===== config.mk =====
export PLATFORM = sky130hd
export DESIGN_NAME = rxq_drain_fifo
export DESIGN_NICKNAME = d
export VERILOG_FILES = /design/src/rtl/rxq_pkg.sv /design/src/rtl/rxq_store.sv /design/src/rtl/rxq_ctrl.sv /design/src/rtl/rxq_flags.sv /design/src/rtl/rxq_drain_fifo.sv
export SDC_FILE = /design/constraint.sdc
export NUM_CORES = 1
export LEC_CHECK = 0
export ABC_AREA = 1
export BUFFER_PORTS_ARGS = -buffer_cell sky130_fd_sc_hd__buf_2
export CORE_MARGIN = 1.5
export CORE_UTILIZATION = 43
export CTS_BUF_LIST = sky130_fd_sc_hd__clkbuf_4
export DETAILED_ROUTE_END_ITERATION = 12
export MAX_ROUTING_LAYER = met4
export PLACE_DENSITY_LB_ADDON = 0.12
export SYNTH_ARGS = -nofsm -noshare
export SYNTH_HDL_FRONTEND = slang
export SYNTH_SLANG_ARGS = --single-unit

===== constraint.sdc =====
create_clock -name clk -period 5.7 [get_ports clk]
set_input_delay 1.14 -clock clk [delete_from_list [all_inputs] [get_ports clk]]
set_output_delay 1.14 -clock clk [all_outputs]
set_load 0.01 [all_outputs]

===== src/rtl/rxq_pkg.sv =====
package rxq_pkg;

    // Per-cycle decision of the queue controller
    typedef struct packed {
        logic push_ok;
        logic pop_ok;
        logic drop;
    } rxq_op_t;

    // Action taken on the drain request flag
    typedef enum logic [1:0] {
        FLG_HOLD  = 2'd0,
        FLG_SET   = 2'd1,
        FLG_CLEAR = 2'd2
    } flag_act_t;

    // Circular pointer increment
    function automatic int unsigned wrap_inc(int unsigned p, int unsigned depth);
        return (p + 1 >= depth) ? 0 : p + 1;
    endfunction

endpackage


===== src/rtl/rxq_store.sv =====
module rxq_store #(
    parameter int DATA_W = 16,
    parameter int DEPTH  = 4,
    localparam int PTR_W = (DEPTH > 1) ? $clog2(DEPTH) : 1
) (
    input  logic              clk,
    input  logic              wr_en,
    input  logic [PTR_W-1:0]  wr_ptr,
    input  logic [DATA_W-1:0] wr_data,
    input  logic [PTR_W-1:0]  rd_ptr,
    output logic [DATA_W-1:0] rd_data
);
    logic [DATA_W-1:0] slot [DEPTH];

    for (genvar gi = 0; gi < DEPTH; gi++) begin : g_slot
        always_ff @(posedge clk) begin
            if (wr_en && (wr_ptr == PTR_W'(gi))) begin
                slot[gi] <= wr_data;
            end
        end
    end

    assign rd_data = slot[rd_ptr];
endmodule


===== src/rtl/rxq_ctrl.sv =====
module rxq_ctrl
    import rxq_pkg::*;
#(
    parameter int DEPTH  = 4,
    localparam int PTR_W = (DEPTH > 1) ? $clog2(DEPTH) : 1,
    localparam int CNT_W = $clog2(DEPTH + 1)
) (
    input  logic             clk,
    input  logic             rst,
    input  logic             push_req,
    input  logic             pop_req,
    output logic             wr_en,
    output logic [PTR_W-1:0] wr_ptr,
    output logic [PTR_W-1:0] rd_ptr,
    output logic [CNT_W-1:0] count_q,
    output logic [CNT_W-1:0] count_d,
    output logic             drop_evt
);
    localparam logic [CNT_W-1:0] FULL_LVL = CNT_W'(DEPTH);

    rxq_op_t op;
    logic    full;

    always_comb begin
        full       = (count_q == FULL_LVL);
        op.pop_ok  = pop_req && (count_q != '0);
        op.push_ok = push_req && (!full || op.pop_ok);
        op.drop    = push_req && full && !op.pop_ok;
        case ({op.push_ok, op.pop_ok})
            2'b10:   count_d = count_q + 1'b1;
            2'b01:   count_d = count_q - 1'b1;
            default: count_d = count_q;
        endcase
    end

    assign wr_en    = op.push_ok;
    assign drop_evt = op.drop;

    always_ff @(posedge clk) begin
        if (rst) begin
            count_q <= '0;
            wr_ptr  <= '0;
            rd_ptr  <= '0;
        end else begin
            count_q <= count_d;
            if (op.push_ok) wr_ptr <= PTR_W'(wrap_inc(int'(wr_ptr), DEPTH));
            if (op.pop_ok)  rd_ptr <= PTR_W'(wrap_inc(int'(rd_ptr), DEPTH));
        end
    end

    // a pop on a non-empty queue without a push lowers the level by one
    a_r1_pop_decrements: assert property (@(posedge clk) disable iff (rst)
        (pop_req && !push_req && count_q != '0) |=> (count_q == $past(count_q) - 1'b1));

    // a pop on an empty queue without a push leaves it empty
    a_r2_empty_pop_ignored: assert property (@(posedge clk) disable iff (rst)
        (pop_req && !push_req && count_q == '0) |=> (count_q == '0));

    // level never exceeds the depth, and a push while full alone keeps it full
    a_r7_level_bounded: assert property (@(posedge clk) disable iff (rst)
        count_q <= FULL_LVL);
    a_r7_full_push_dropped: assert property (@(posedge clk) disable iff (rst)
        (push_req && !pop_req && full) |=> (count_q == FULL_LVL));

    // simultaneous push and pop on a non-empty queue keep the level
    a_r8_push_pop_level: assert property (@(posedge clk) disable iff (rst)
        (push_req && pop_req && count_q != '0) |=> $stable(count_q));
endmodule


===== src/rtl/rxq_flags.sv =====
module rxq_flags
    import rxq_pkg::*;
(
    input  logic clk,
    input  logic rst,
    input  logic nonempty_next,
    input  logic dma_done,
    input  logic clr_w1,
    input  logic drop_evt,
    output logic drain_req,
    output logic overflow
);
    flag_act_t act;

    always_comb begin
        if (nonempty_next)          act = FLG_SET;
        else if (dma_done || clr_w1) act = FLG_CLEAR;
        else                         act = FLG_HOLD;
    end

    always_ff @(posedge clk) begin
        if (rst) begin
            drain_req <= 1'b0;
            overflow  <= 1'b0;
        end else begin
            case (act)
                FLG_SET:   drain_req <= 1'b1;
                FLG_CLEAR: drain_req <= 1'b0;
                default:   drain_req <= drain_req;
            endcase
            if (drop_evt) overflow <= 1'b1;
        end
    end

    // a clear request while words remain is overridden
    a_r6_clear_overridden: assert property (@(posedge clk) disable iff (rst)
        (clr_w1 && nonempty_next) |=> drain_req);

    // overflow is sticky until reset
    a_r7_overflow_sticky: assert property (@(posedge clk) disable iff (rst)
        overflow |=> overflow);
endmodule


===== src/rtl/rxq_drain_fifo.sv =====
module rxq_drain_fifo #(
    parameter int DATA_W = 16,
    parameter int DEPTH  = 4,
    localparam int PTR_W = (DEPTH > 1) ? $clog2(DEPTH) : 1,
    localparam int CNT_W = $clog2(DEPTH + 1)
) (
    input  logic              clk,
    input  logic              rst,
    input  logic              push_valid,
    input  logic [DATA_W-1:0] push_data,
    input  logic              pop_req,
    output logic [DATA_W-1:0] pop_data,
    input  logic              dma_pop_done,
    input  logic              flag_clr_w1,
    output logic [CNT_W-1:0]  level,
    output logic              drain_req,
    output logic              overflow
);
    logic              wr_en;
    logic              drop_evt;
    logic [PTR_W-1:0]  wr_ptr;
    logic [PTR_W-1:0]  rd_ptr;
    logic [CNT_W-1:0]  count_d;
    logic [DATA_W-1:0] head;

    rxq_ctrl #(.DEPTH(DEPTH)) u_ctrl (
        .clk      (clk),
        .rst      (rst),
        .push_req (push_valid),
        .pop_req  (pop_req),
        .wr_en    (wr_en),
        .wr_ptr   (wr_ptr),
        .rd_ptr   (rd_ptr),
        .count_q  (level),
        .count_d  (count_d),
        .drop_evt (drop_evt)
    );

    rxq_store #(.DATA_W(DATA_W), .DEPTH(DEPTH)) u_store (
        .clk     (clk),
        .wr_en   (wr_en),
        .wr_ptr  (wr_ptr),
        .wr_data (push_data),
        .rd_ptr  (rd_ptr),
        .rd_data (head)
    );

    rxq_flags u_flags (
        .clk           (clk),
        .rst           (rst),
        .nonempty_next (count_d != '0),
        .dma_done      (dma_pop_done),
        .clr_w1        (flag_clr_w1),
        .drop_evt      (drop_evt),
        .drain_req     (drain_req),
        .overflow      (overflow)
    );

    assign pop_data = (level != '0) ? head : '0;

    // empty queue presents zero data
    a_r3_empty_data_zero: assert property (@(posedge clk) disable iff (rst)
        (level == '0) |-> (pop_data == '0));

    // the flag is up whenever words are stored
    a_r4_flag_when_nonempty: assert property (@(posedge clk) disable iff (rst)
        (level != '0) |-> drain_req);

    // an empty queue with a raised flag keeps it without a release event
    a_r5_flag_holds_empty: assert property (@(posedge clk) disable iff (rst)
        (drain_req && level == '0 && !push_valid && !dma_pop_done && !flag_clr_w1)
        |=> drain_req);
endmodule


==> results by group, run 1 <==
Global routing
  – Vias in the first global route: 2027
  – All-Layer GR Usage: 0.176
  – Gr ovfl total: 0
  – Pin count of the biggest net entering global routing: 34
  – Global-route wire length before repair: about 9.5 mm
  – Initial antenna violation count: 0

Detailed routing
  – Drt pass-1 iters: 4
  – WL per Instance: between 10 and 15 um
  – DR vias/cell: approximately 4.7
  – Routed via count: slightly below 2000
  – Final ANT Viol Nets: 0
  – DRC Markers: 0
  – Routed WL: about 5.7 mm
  – Detailed Route Iter0 Violations: ~140

Timing
  – Max frequency: between 200 and 300 MHz
  – Final critical-path share of the clock period: 0.647
  – Slew @ Worst Pin: around 1.1 ns
  – Slew HR: 0.247
  – Final Hold Viols: 0
  – Final Setup Violations: 0
  – RSZ-0062 raised after global routing: no
  – Fin. max-slew vios: 0
  – Tmin final: between 3 and 4 ns
  – Setup TNS Final: 0 ns
  – Layout Skew: about 0.014 ns

Worst hold path
  – HP Start: u_flags.overflow
  – HP Class: register to register

Yosys
  – Gate Count Post-Synth: 270
  – Netlist cell types: 19
  – Post-synthesis sequential area ratio: 0.692
  – Yosys reg bits: 75
  – Mapped Area: between 3000 and 4000 um2
  – Net count after synthesis: approximately 300
  – Synth Warn #: 0
  – Mean Syn Cell Area: about 11 um2

Die
  – # IOs: between 40 and 50
  – Die Area: ~7700 um2
  – Starting density of the core: 0.450
  – Core area: around 7000 um2
  – Die Height: 87.8 um
  – Die X: between 80 and 90 um
  – Cell Rows: 30

Placement
  – I/O Buffers: 42
  – Placer congestion estimate: just over 0.7
  – HPWL Detailed: around 3.5 mm

Setup path
  – Worst reg2reg startpoint: u_ctrl.count_q[1]
  – Crit-path max FO: 33
  – CP Data Required Time: around 4.6 ns
  – Crit path largest cell delay: 1.08 ns
  – CP max stage cell: dfxtp_1
  – CP arrival: approximately 2.6 ns
  – CP Class: register to output port
  – Crit path cell chain: inv_2, o21ai_0, a21oi_1, buf_2
  – CP endpoint kind: output port
  – CP startpoint kind: register

Run status
  – Run status: finished, final reports clean

Final layout
  – Layout net count: 345
  – Fillers: ~630
  – Share of cells above drive strength 1: 0.215
  – Area delta synth->final: 12.7%
  – # diodes: 0
  – Layout Utilization: 0.508

Clock network
  – H-tree levels: 3
  – CTS buffer count: 9
  – Clk slew on worst S/H paths: ~0.1 ns
  – Post-CTS setup buffers: 0
  – Sink Count: 75
  – Cts repair resizes: 0
  – Root Driver: clkbuf_4
  – Hold buffer count at cts: 0
  – CTS tree: yes
  – Clock buffer depth: 2
  – Worst-Skew Late Latency: ~0.4 ns

Flow run
  – Max_cap viols: 0

Power
  – Peak supply drop: between 0.2 and 0.25 mV
  – Power Density: ~440 nW/um2
  – Pleak: between 1 and 1.5 nW
==> area by class of cell <==
class	count	area [um2]	area share
Multi-Input combinational cell	163	769	0.221
Clock inverter	4	43.8	0.0126
Tap cell	96	120	0.0344
Timing Repair Buffer	46	240	0.0689
Clock buffer	12	90.1	0.0258
Inverter	21	81.3	0.0233
Sequential cell	75	2140	0.614
==> sequential cells by signal, summed over array words and instances, names as in the netlist, named ones only <==
name	count
u_flags.drain_req	1
u_flags.overflow	1
u_ctrl.count_q	3
u_store.slot	64
u_ctrl.wr_ptr	2
u_ctrl.rd_ptr	2
==> report_power, final <==
| part | internal, mW | switching (mW) |
|---|---|---|
| logic | 0.185 | 0.319 |
| registers | 0.653 | 0.0664 |
| clock network | 0.146 | 0.166 |
==> stage by stage <==
stage / area, um2 / hold WS [ns] / worst slack (ns) / power, mW / cells
after floorplan: 3090 / 0.468 / 3.22 / 1.11 / 270
after detailed placement: 3350 / 0.444 / 2.38 / 1.25 / 401
final: 3490 / 0.453 / 2.01 / 1.54 / 417
after global placement: 3350 / 0.445 / 2.46 / 1.25 / 401
after CTS: 3490 / 0.462 / 1.93 / 1.57 / 417
after global routing: 3490 / 0.499 / 1.76 / 1.66 / 417
==> metal layers <==
layer / part of all wire / global-route usage / vias to the layer above / routed length, um
li1: - / - / 1008 / -
met1: 0.48 / 0.216 / 908 / 2750
met2: 0.46 / 0.277 / 39 / 2640
met3: 0.034 / 0.0368 / 12 / 196
met4: 0.022 / 0.0895 / 0 / 125
met5: 0 / - / - / 0
==> cell usage after synthesis (all sizes together) <==
library cell | number | area (um2)
nor2 | 84 | 318
nand3 | 2 | 15.0
o21ai | 37 | 185
nand4 | 2 | 12.5
fa | 1 | 20.0
edfxtp | 64 | 1920
buf | 11 | 101
ha | 6 | 75.1
a21oi | 18 | 90.1
dfxtp | 11 | 220
inv | 21 | 81.3
nand2 | 13 | 53.8
==> cells by family after synthesis <==
| family | Yosys count | share of synthesized area |
|---|---|---|
| AO/OA/AOI/OAI | 55 | 0.0890 |
| flip-flops | 75 | 0.692 |
| buffers and inverters | 32 | 0.0590 |
| AND/OR/NAND/NOR | 101 | 0.129 |
| adder cells (fa/ha/maj) | 7 | 0.0307 |
==> path summary, 6_finish.rpt <==
path	cells after the start	end	slack [ns]
max reg2reg	10	u_flags.drain_req	3.73
min	2	u_flags.overflow	0.45
max	4	pop_data[15]	2.01
min reg2reg	2	u_flags.overflow	0.45
==> critical path: cells and delay by family, from the launching register on <==
| kind | cells | cell delay (ns) |
|---|---|---|
| buffers and inverters | 2 | 0.68 |
| AO/OA/AOI/OAI | 2 | 0.38 |
| flip-flops | 1 | 1.08 |
==> cells in the final DEF, fill, tap and decap left out, drive strengths merged, types with 2 or more instances in the layout <==
cell	netlist	final
nand2	13	13
edfxtp	64	64
dfxtp	11	11
nor2	84	84
a21oi	18	18
o21ai	37	37
nand3	2	2
nand4	2	2
ha	6	6
clkbuf	0	12
inv	21	21
buf	11	46
clkinv	0	3
Note: power is estimated with default switching activity, not from simulation.
==> run 2: changes to the inputs <==
==> constraint.sdc (replaced) <==
create_clock -name clk -period 2.98 [get_ports clk]
set_input_delay 0.596 -clock clk [delete_from_list [all_inputs] [get_ports clk]]
set_output_delay 0.596 -clock clk [all_outputs]
set_load 0.01 [all_outputs]
==> run 2 against run 1 <==
Critical path depth unchanged. Worst setup slack worse by 1.7 ns. Critical path type unchanged. Flip-flop and latch count unchanged. Sequential power up 84%. Largest power group unchanged. Die area unchanged. Clock-buffer cell count down 1. Clock skew up 0.0030 ns. Critical endpoint is now pop_data[0]. Routed wire length up 2.7%. Worst hold slack worse by 0.053 ns.
==> results by group, run 2 (synthesis gave the netlist of run 1 again) <==
Run status
  – Run status: finished, final reports clean

Setup path
  – CP startpoint kind: register
  – Crit path largest cell delay: 0.77 ns (-0.31 ns)
  – CP endpoint kind: output port
  – CP arrival: 2.11 ns (-0.44 ns)
  – CP Data Required Time: 2.38 ns (-2.18 ns)
  – CP max stage cell: dfxtp_1
  – Reg2reg end: u_flags.drain_req
  – R2R depth: 10 (unchanged)
  – R2r setup slk: 0.97 ns (-2.76 ns)
  – Crit path cell chain: inv_2, o21ai_0, a21oi_1, buf_2
  – CP Class: register to output port
  – Crit-path max FO: 32 (-3.0%)
  – Worst reg2reg startpoint: u_ctrl.count_q[1]

Die
  – Die Area: 7710 um2 (unchanged)
  – Starting density of the core: 0.450 (unchanged)
  – Core area: 6870 um2 (unchanged)
  – Die X: 87.8 um (unchanged)
  – Cell Rows: 30 (unchanged)
  – Die Height: 87.8 um (unchanged)
  – # IOs: 43 (unchanged)

Detailed routing
  – Routed via count: 2009 (+2.1%)
  – DRC Markers: 0 (unchanged)
  – Detailed Route Iter0 Violations: 95 (-31%)
  – DR vias/cell: 4.77 (+1.2%)
  – WL per Instance: 13.9 um (+1.7%)
  – Final ANT Viol Nets: 0 (unchanged)
  – Drt pass-1 iters: 4 (unchanged)
  – Routed WL: 5.87 mm (+2.7%)

Power
  – Power, Total: 2.88 mW (+88%)
  – Power Density: 826 nW/um2 (+87%)
  – Pleak: 1.36 nW (+0.22%)
  – Peak supply drop: 0.528 mV (+150%)

Final layout
  – Commonest non-fill, non-tap cell in the layout: nor2_1
  – Largest Register: u_store.slot
  – Reg area: 2140 um2 (unchanged)
  – Largest registers: u_store.slot (64), u_ctrl.count_q (3)
  – Layout net count: 350 (+1.4%)
  – Max FFs per register: 64 (unchanged)
  – # diodes: 0 (unchanged)
  – Share of cells above drive strength 1: 0.218 (+0.00351)
  – Fillers: 656 (+5.0%)
  – Commonest cells after routing, fill and taps aside: nor2_1 (83), edfxtp_1 (64), buf_2 (42)
  – Multi-input gate area: 769 um2 (unchanged)
  – Area delta synth->final: 12.9%

Timing
  – Slew @ Worst Pin: 0.687 ns (-0.440 ns)
  – Final critical-path share of the clock period: 0.908
  – Layout Skew: 0.0173 ns (+0.00304 ns)
  – Fin. max-slew vios: 0 (unchanged)
  – RSZ-0062 raised after global routing: no
  – Final Setup Violations: 0 (unchanged)
  – Slew HR: 0.541 (+0.294)
  – Tmin final: roughly 2.7 ns
  – Setup TNS Final: 0 ns (unchanged)
  – Max frequency: between 300 and 400 MHz
  – Final Hold Viols: 0 (unchanged)

Worst hold path
  – WHS Path Cells: 1 (-1)
  – HP Start: push_data[10]
  – WHS Endpoint: u_store.slot[3][10]
  – HP Class: primary input to register

Clock network
  – Clock buffer depth: 2 (unchanged)
  – Hold buffer count at cts: 0 (unchanged)
  – Root Driver: clkbuf_4
  – H-tree levels: 3 (unchanged)
  – Worst-Skew Late Latency: 0.41 ns (about the same)
  – Post-CTS setup buffers: 0 (unchanged)
  – Clk slew on worst S/H paths: 0.11 ns (about the same)
  – Sink Count: 75 (unchanged)
  – CTS tree: yes
  – Cts repair resizes: 0 (unchanged)
  – CTS buffer count: 9 (unchanged)

Global routing
  – Global-route wire length before repair: 9.43 mm (-0.80%)
  – Vias in the first global route: 1966 (-3.0%)
  – All-Layer GR Usage: 0.175 (-0.000869)
  – Initial antenna violation count: 0 (unchanged)
  – Pin count of the biggest net entering global routing: 33 (-2.9%)
  – Gr ovfl total: 0 (unchanged)

Flow run
  – Max_cap viols: 0 (unchanged)

Placement
  – Placer congestion estimate: 0.690 (-2.4%)
  – HPWL Detailed: 3.77 mm (+6.6%)
  – I/O Buffers: 42 (unchanged)
[run 2: worst max-delay path, delay by kind of cell, from the launching register on]
kind,cells,cell delay [ns]
buffers and inverters,2,0.59
flip-flops,1,0.77
AO/OA/AOI/OAI,2,0.35
[run 2: cell type report]
| type | instances | share of cell area |
|---|---|---|
| Clock buffer | 11 | 0.0236 |
| Clock inverter | 4 | 0.00537 |
| Inverter | 21 | 0.0233 |
| Multi-Input combinational cell | 163 | 0.220 |
| Sequential cell | 75 | 0.613 |
| Tap cell | 96 | 0.0344 |
| Timing Repair Buffer | 51 | 0.0795 |
[run 2: worst max path at each step]
stage	to	startpoint	slack [ns]
6_report	pop_data[0]	register	0.27
5_1_grt	pop_data[0]	register	0.05
4_1_cts	pop_data[0]	register	0.22
3_5_place_dp	pop_data[15]	register	0.68
3_3_place_gp	u_flags.drain_req	pop_req	0.73
2_1_floorplan	u_flags.drain_req	pop_req	1.04
[run 2: per-layer routing]
metal	vias to the layer above	part of all wire	track usage
met4	0	0.018	0.0823
met3	9	0.029	0.0471
met2	34	0.48	0.283
met5	-	0	-
met1	941	0.47	0.204
li1	1025	-	-
[run 2: through the flow]
step	worst slack (ns)	hold slack, ns	std cells	instance area, um2	util
after global routing	0.0530	0.362	421	3490	0.508
final	0.274	0.400	421	3490	0.508
after detailed placement	0.680	0.442	406	3390	0.494
after CTS	0.220	0.369	421	3490	0.508
after global placement	0.726	0.441	406	3390	0.494
after floorplan	1.04	0.468	270	3090	-
[run 2: report_power, final]
part / total [mW] / leakage (nW) / internal (mW) / switching [mW]
combinational: 1.06 / 0.631 / 0.373 / 0.682
clock: 0.503 / 0.0555 / 0.178 / 0.325
sequential: 1.32 / 0.678 / 1.25 / 0.0763
total: 2.88 / 1.36 / 1.80 / 1.08
==> run 3: changes to the inputs <==
--- a/config.mk
+++ b/config.mk
@@ -8,7 +8,7 @@
 export ABC_AREA = 1
 export BUFFER_PORTS_ARGS = -buffer_cell sky130_fd_sc_hd__buf_2
 export CORE_MARGIN = 1.5
-export CORE_UTILIZATION = 43
+export CORE_UTILIZATION = 50
 export CTS_BUF_LIST = sky130_fd_sc_hd__clkbuf_4
 export DETAILED_ROUTE_END_ITERATION = 12
 export MAX_ROUTING_LAYER = met4
==> run 3 against run 2 <==
Die area fell by 14%. Combinational power hardly changed. Worst setup slack improved by 0.24 ns. Highest routed layer unchanged. Core utilization up 7.6 points. First-iteration DRC count is 6.3% higher. Critical path type unchanged. Via count shrank 1.4%. Largest cell class unchanged. Fmax increased by 9.6%. Flip-flop and latch count unchanged.
==> results by group, run 3 (synthesis gave the netlist of run 1 again) <==
Final layout
  – Share of cells above drive strength 1: 0.226 (+0.00715)
  – Area delta synth->final: 12.5%
  – Largest Register: u_store.slot
  – Largest registers: u_store.slot (64), u_ctrl.count_q (3)
  – Post-Layout Cell Count: 403 (-4.3%)
  – Commonest non-fill, non-tap cell in the layout: nor2_1
  – # diodes: 0 (unchanged)
  – Layout net count: 352 (+0.57%)
  – Commonest cells after routing, fill and taps aside: nor2_1 (83), edfxtp_1 (64), buf_2 (42)
  – Max FFs per register: 64 (unchanged)
  – Fillers: 511 (-22%)

Clock network
  – CTS tree: yes
  – H-tree levels: 3 (unchanged)
  – Post-CTS setup buffers: 0 (unchanged)
  – Sink Count: 75 (unchanged)
  – CTS buffer count: 9 (unchanged)
  – Cts repair resizes: 0 (unchanged)
  – Hold buffer count at cts: 0 (unchanged)
  – Clk slew on worst S/H paths: 0.12 ns (about the same)
  – Clock buffer depth: 2 (unchanged)
  – Root Driver: clkbuf_4
  – Worst-Skew Late Latency: 0.39 ns (-0.02 ns)

Global routing
  – Gr ovfl total: 0 (unchanged)
  – Vias in the first global route: 1892 (-3.8%)
  – Pin count of the biggest net entering global routing: 33 (unchanged)
  – Met3 Usage GRT: 0.0333 (-0.0138)
  – GR peak layer: met2
  – Initial antenna violation count: 0 (unchanged)
  – All-Layer GR Usage: 0.194 (+0.0186)
  – Grt met2 use: 0.317 (+0.0334)
  – GR Layer Usage met1: 0.241 (+0.0372)
  – Global-route wire length before repair: 9.03 mm (-4.3%)

Die
  – Die X: 81.7 um (-7.0%)
  – Core area: 5960 um2 (-13%)
  – Starting density of the core: 0.520 (+0.0691)
  – Die Area: 6670 um2 (-14%)
  – Die Height: 81.7 um (-7.0%)
  – Cell Rows: 28 (-6.7%)
  – # IOs: 43 (unchanged)

Detailed routing
  – DR vias/cell: 4.92 (+3.0%)
  – Drt pass-1 iters: 5 (+1)
  – DRC Markers: 0 (unchanged)
  – Detailed Route Iter0 Violations: 101 (+6.3%)
  – Final ANT Viol Nets: 0 (unchanged)
  – Routed via count: 1981 (-1.4%)
  – WL per Instance: 14.0 um (+0.32%)
  – Routed WL: 5.64 mm (-4.0%)

Power
  – Power share of the combinational group: 0.368 (+0.002)
  – Sw power: 1.08 mW (-0.22%)
  – Clock share of power: 0.172 (-0.003)
  – Pleak: 1.38 nW (+1.3%)
  – Peak supply drop: 0.466 mV (-12%)
  – Internal: 1.79 mW (-0.79%)
  – Power Density: 823 nW/um2 (-0.29%)
  – Power, Total: 2.87 mW (-0.57%)
  – Flop pwr share: 0.459 (about the same)
  – Switching Fraction: 0.377 (+0.00135)

Flow run
  – Max_cap viols: 0 (unchanged)

Timing
  – Final critical-path share of the clock period: 0.828 (-0.0796)
  – Final Hold Viols: 0 (unchanged)
  – Layout Skew: 0.0100 ns (-0.00725 ns)
  – Max frequency: 405 MHz (+9.6%)
  – Tmin final: 2.47 ns (-0.237 ns)
  – Fin. max-slew vios: 0 (unchanged)
  – Setup TNS Final: 0 ns (unchanged)
  – Slew @ Worst Pin: 0.556 ns (-0.131 ns)
  – RSZ-0062 raised after global routing: no
  – Slew HR: 0.629 (+0.0875)
  – Final Setup Violations: 0 (unchanged)
  – Final WS setup: 0.511 ns (+0.237 ns)

Setup path
  – CP endpoint kind: output port
  – CP Class: register to output port
  – CP Data Required Time: 2.38 ns (about the same)
  – CP arrival: 1.87 ns (-0.24 ns)
  – CP startpoint kind: register
  – Crit-path max FO: 32 (unchanged)

Worst hold path
  – HP Class: primary input to register

Placement
  – HPWL Detailed: 3.64 mm (-3.5%)
  – I/O Buffers: 42 (unchanged)
  – Placer congestion estimate: 0.790 (+15%)
  – Dpl cells: 387 (-4.7%)
  – Dpl ws: 0.755 ns (+0.0749 ns)

Run status
  – Run status: finished, final reports clean
run 3: cell types whose count changed in the layout (fill, tap and decap cells not counted):
cell,delta
clkbuf_4,-2
clkinv_2,+3
clkinv_4,+1
buf_4,+2
clkinvlp_4,-1
run 3: final timing paths:
| kind | to | slack (ns) | cells past startpoint | from |
|---|---|---|---|---|
| min reg2reg | u_flags.overflow | 0.47 | 2 | u_flags.overflow |
| max reg2reg | u_flags.drain_req | 0.98 | 10 | u_ctrl.count_q[1] |
| max | pop_data[4] | 0.51 | 5 | register |
| min | u_store.slot[1][11] | 0.41 | 1 | push_data[11] |
run 3: final cells by class:
cell class	instances	area [um2]	share of cell area
well taps	75	93.8	0.0269
inverters	21	81.3	0.0234
clock buffers	9	67.6	0.0194
multi-input cells	163	769	0.221
flip-flops and latches	75	2140	0.615
clock inverters	7	35.0	0.0101
repair buffers	53	293	0.0841
run 3: routing by layer:
layer | share of wire | wire [um]
met1 | 0.47 | 2630
met5 | 0 | 0
met2 | 0.50 | 2790
met4 | 0.0055 | 31
met3 | 0.032 | 182
run 3: critical path, cell delays in order, from the launching register on:
cell and delay [ns]:
dfxtp_1 0.33, buf_4 0.20, inv_2 0.43, o21ai_1 0.14, a21oi_1 0.22, buf_2 0.17
run 3: through the flow:
step	area [um2]	hold WS [ns]	util
global placement	3380	0.440	0.567
finish	3480	0.412	0.585
global route	3480	0.399	0.585
floorplan	3090	0.468	-
CTS	3480	0.388	0.585
detailed placement	3380	0.446	0.567
run 3: power groups by stage:
stage	Clock, mW	Sequential [mW]	Combinational (mW)
finish	0.494	1.32	1.06
global route	0.546	1.33	1.21
CTS	0.507	1.32	1.08
detailed placement	0	1.34	1.07
global placement	0	1.34	1.06
floorplan	0	1.33	0.786
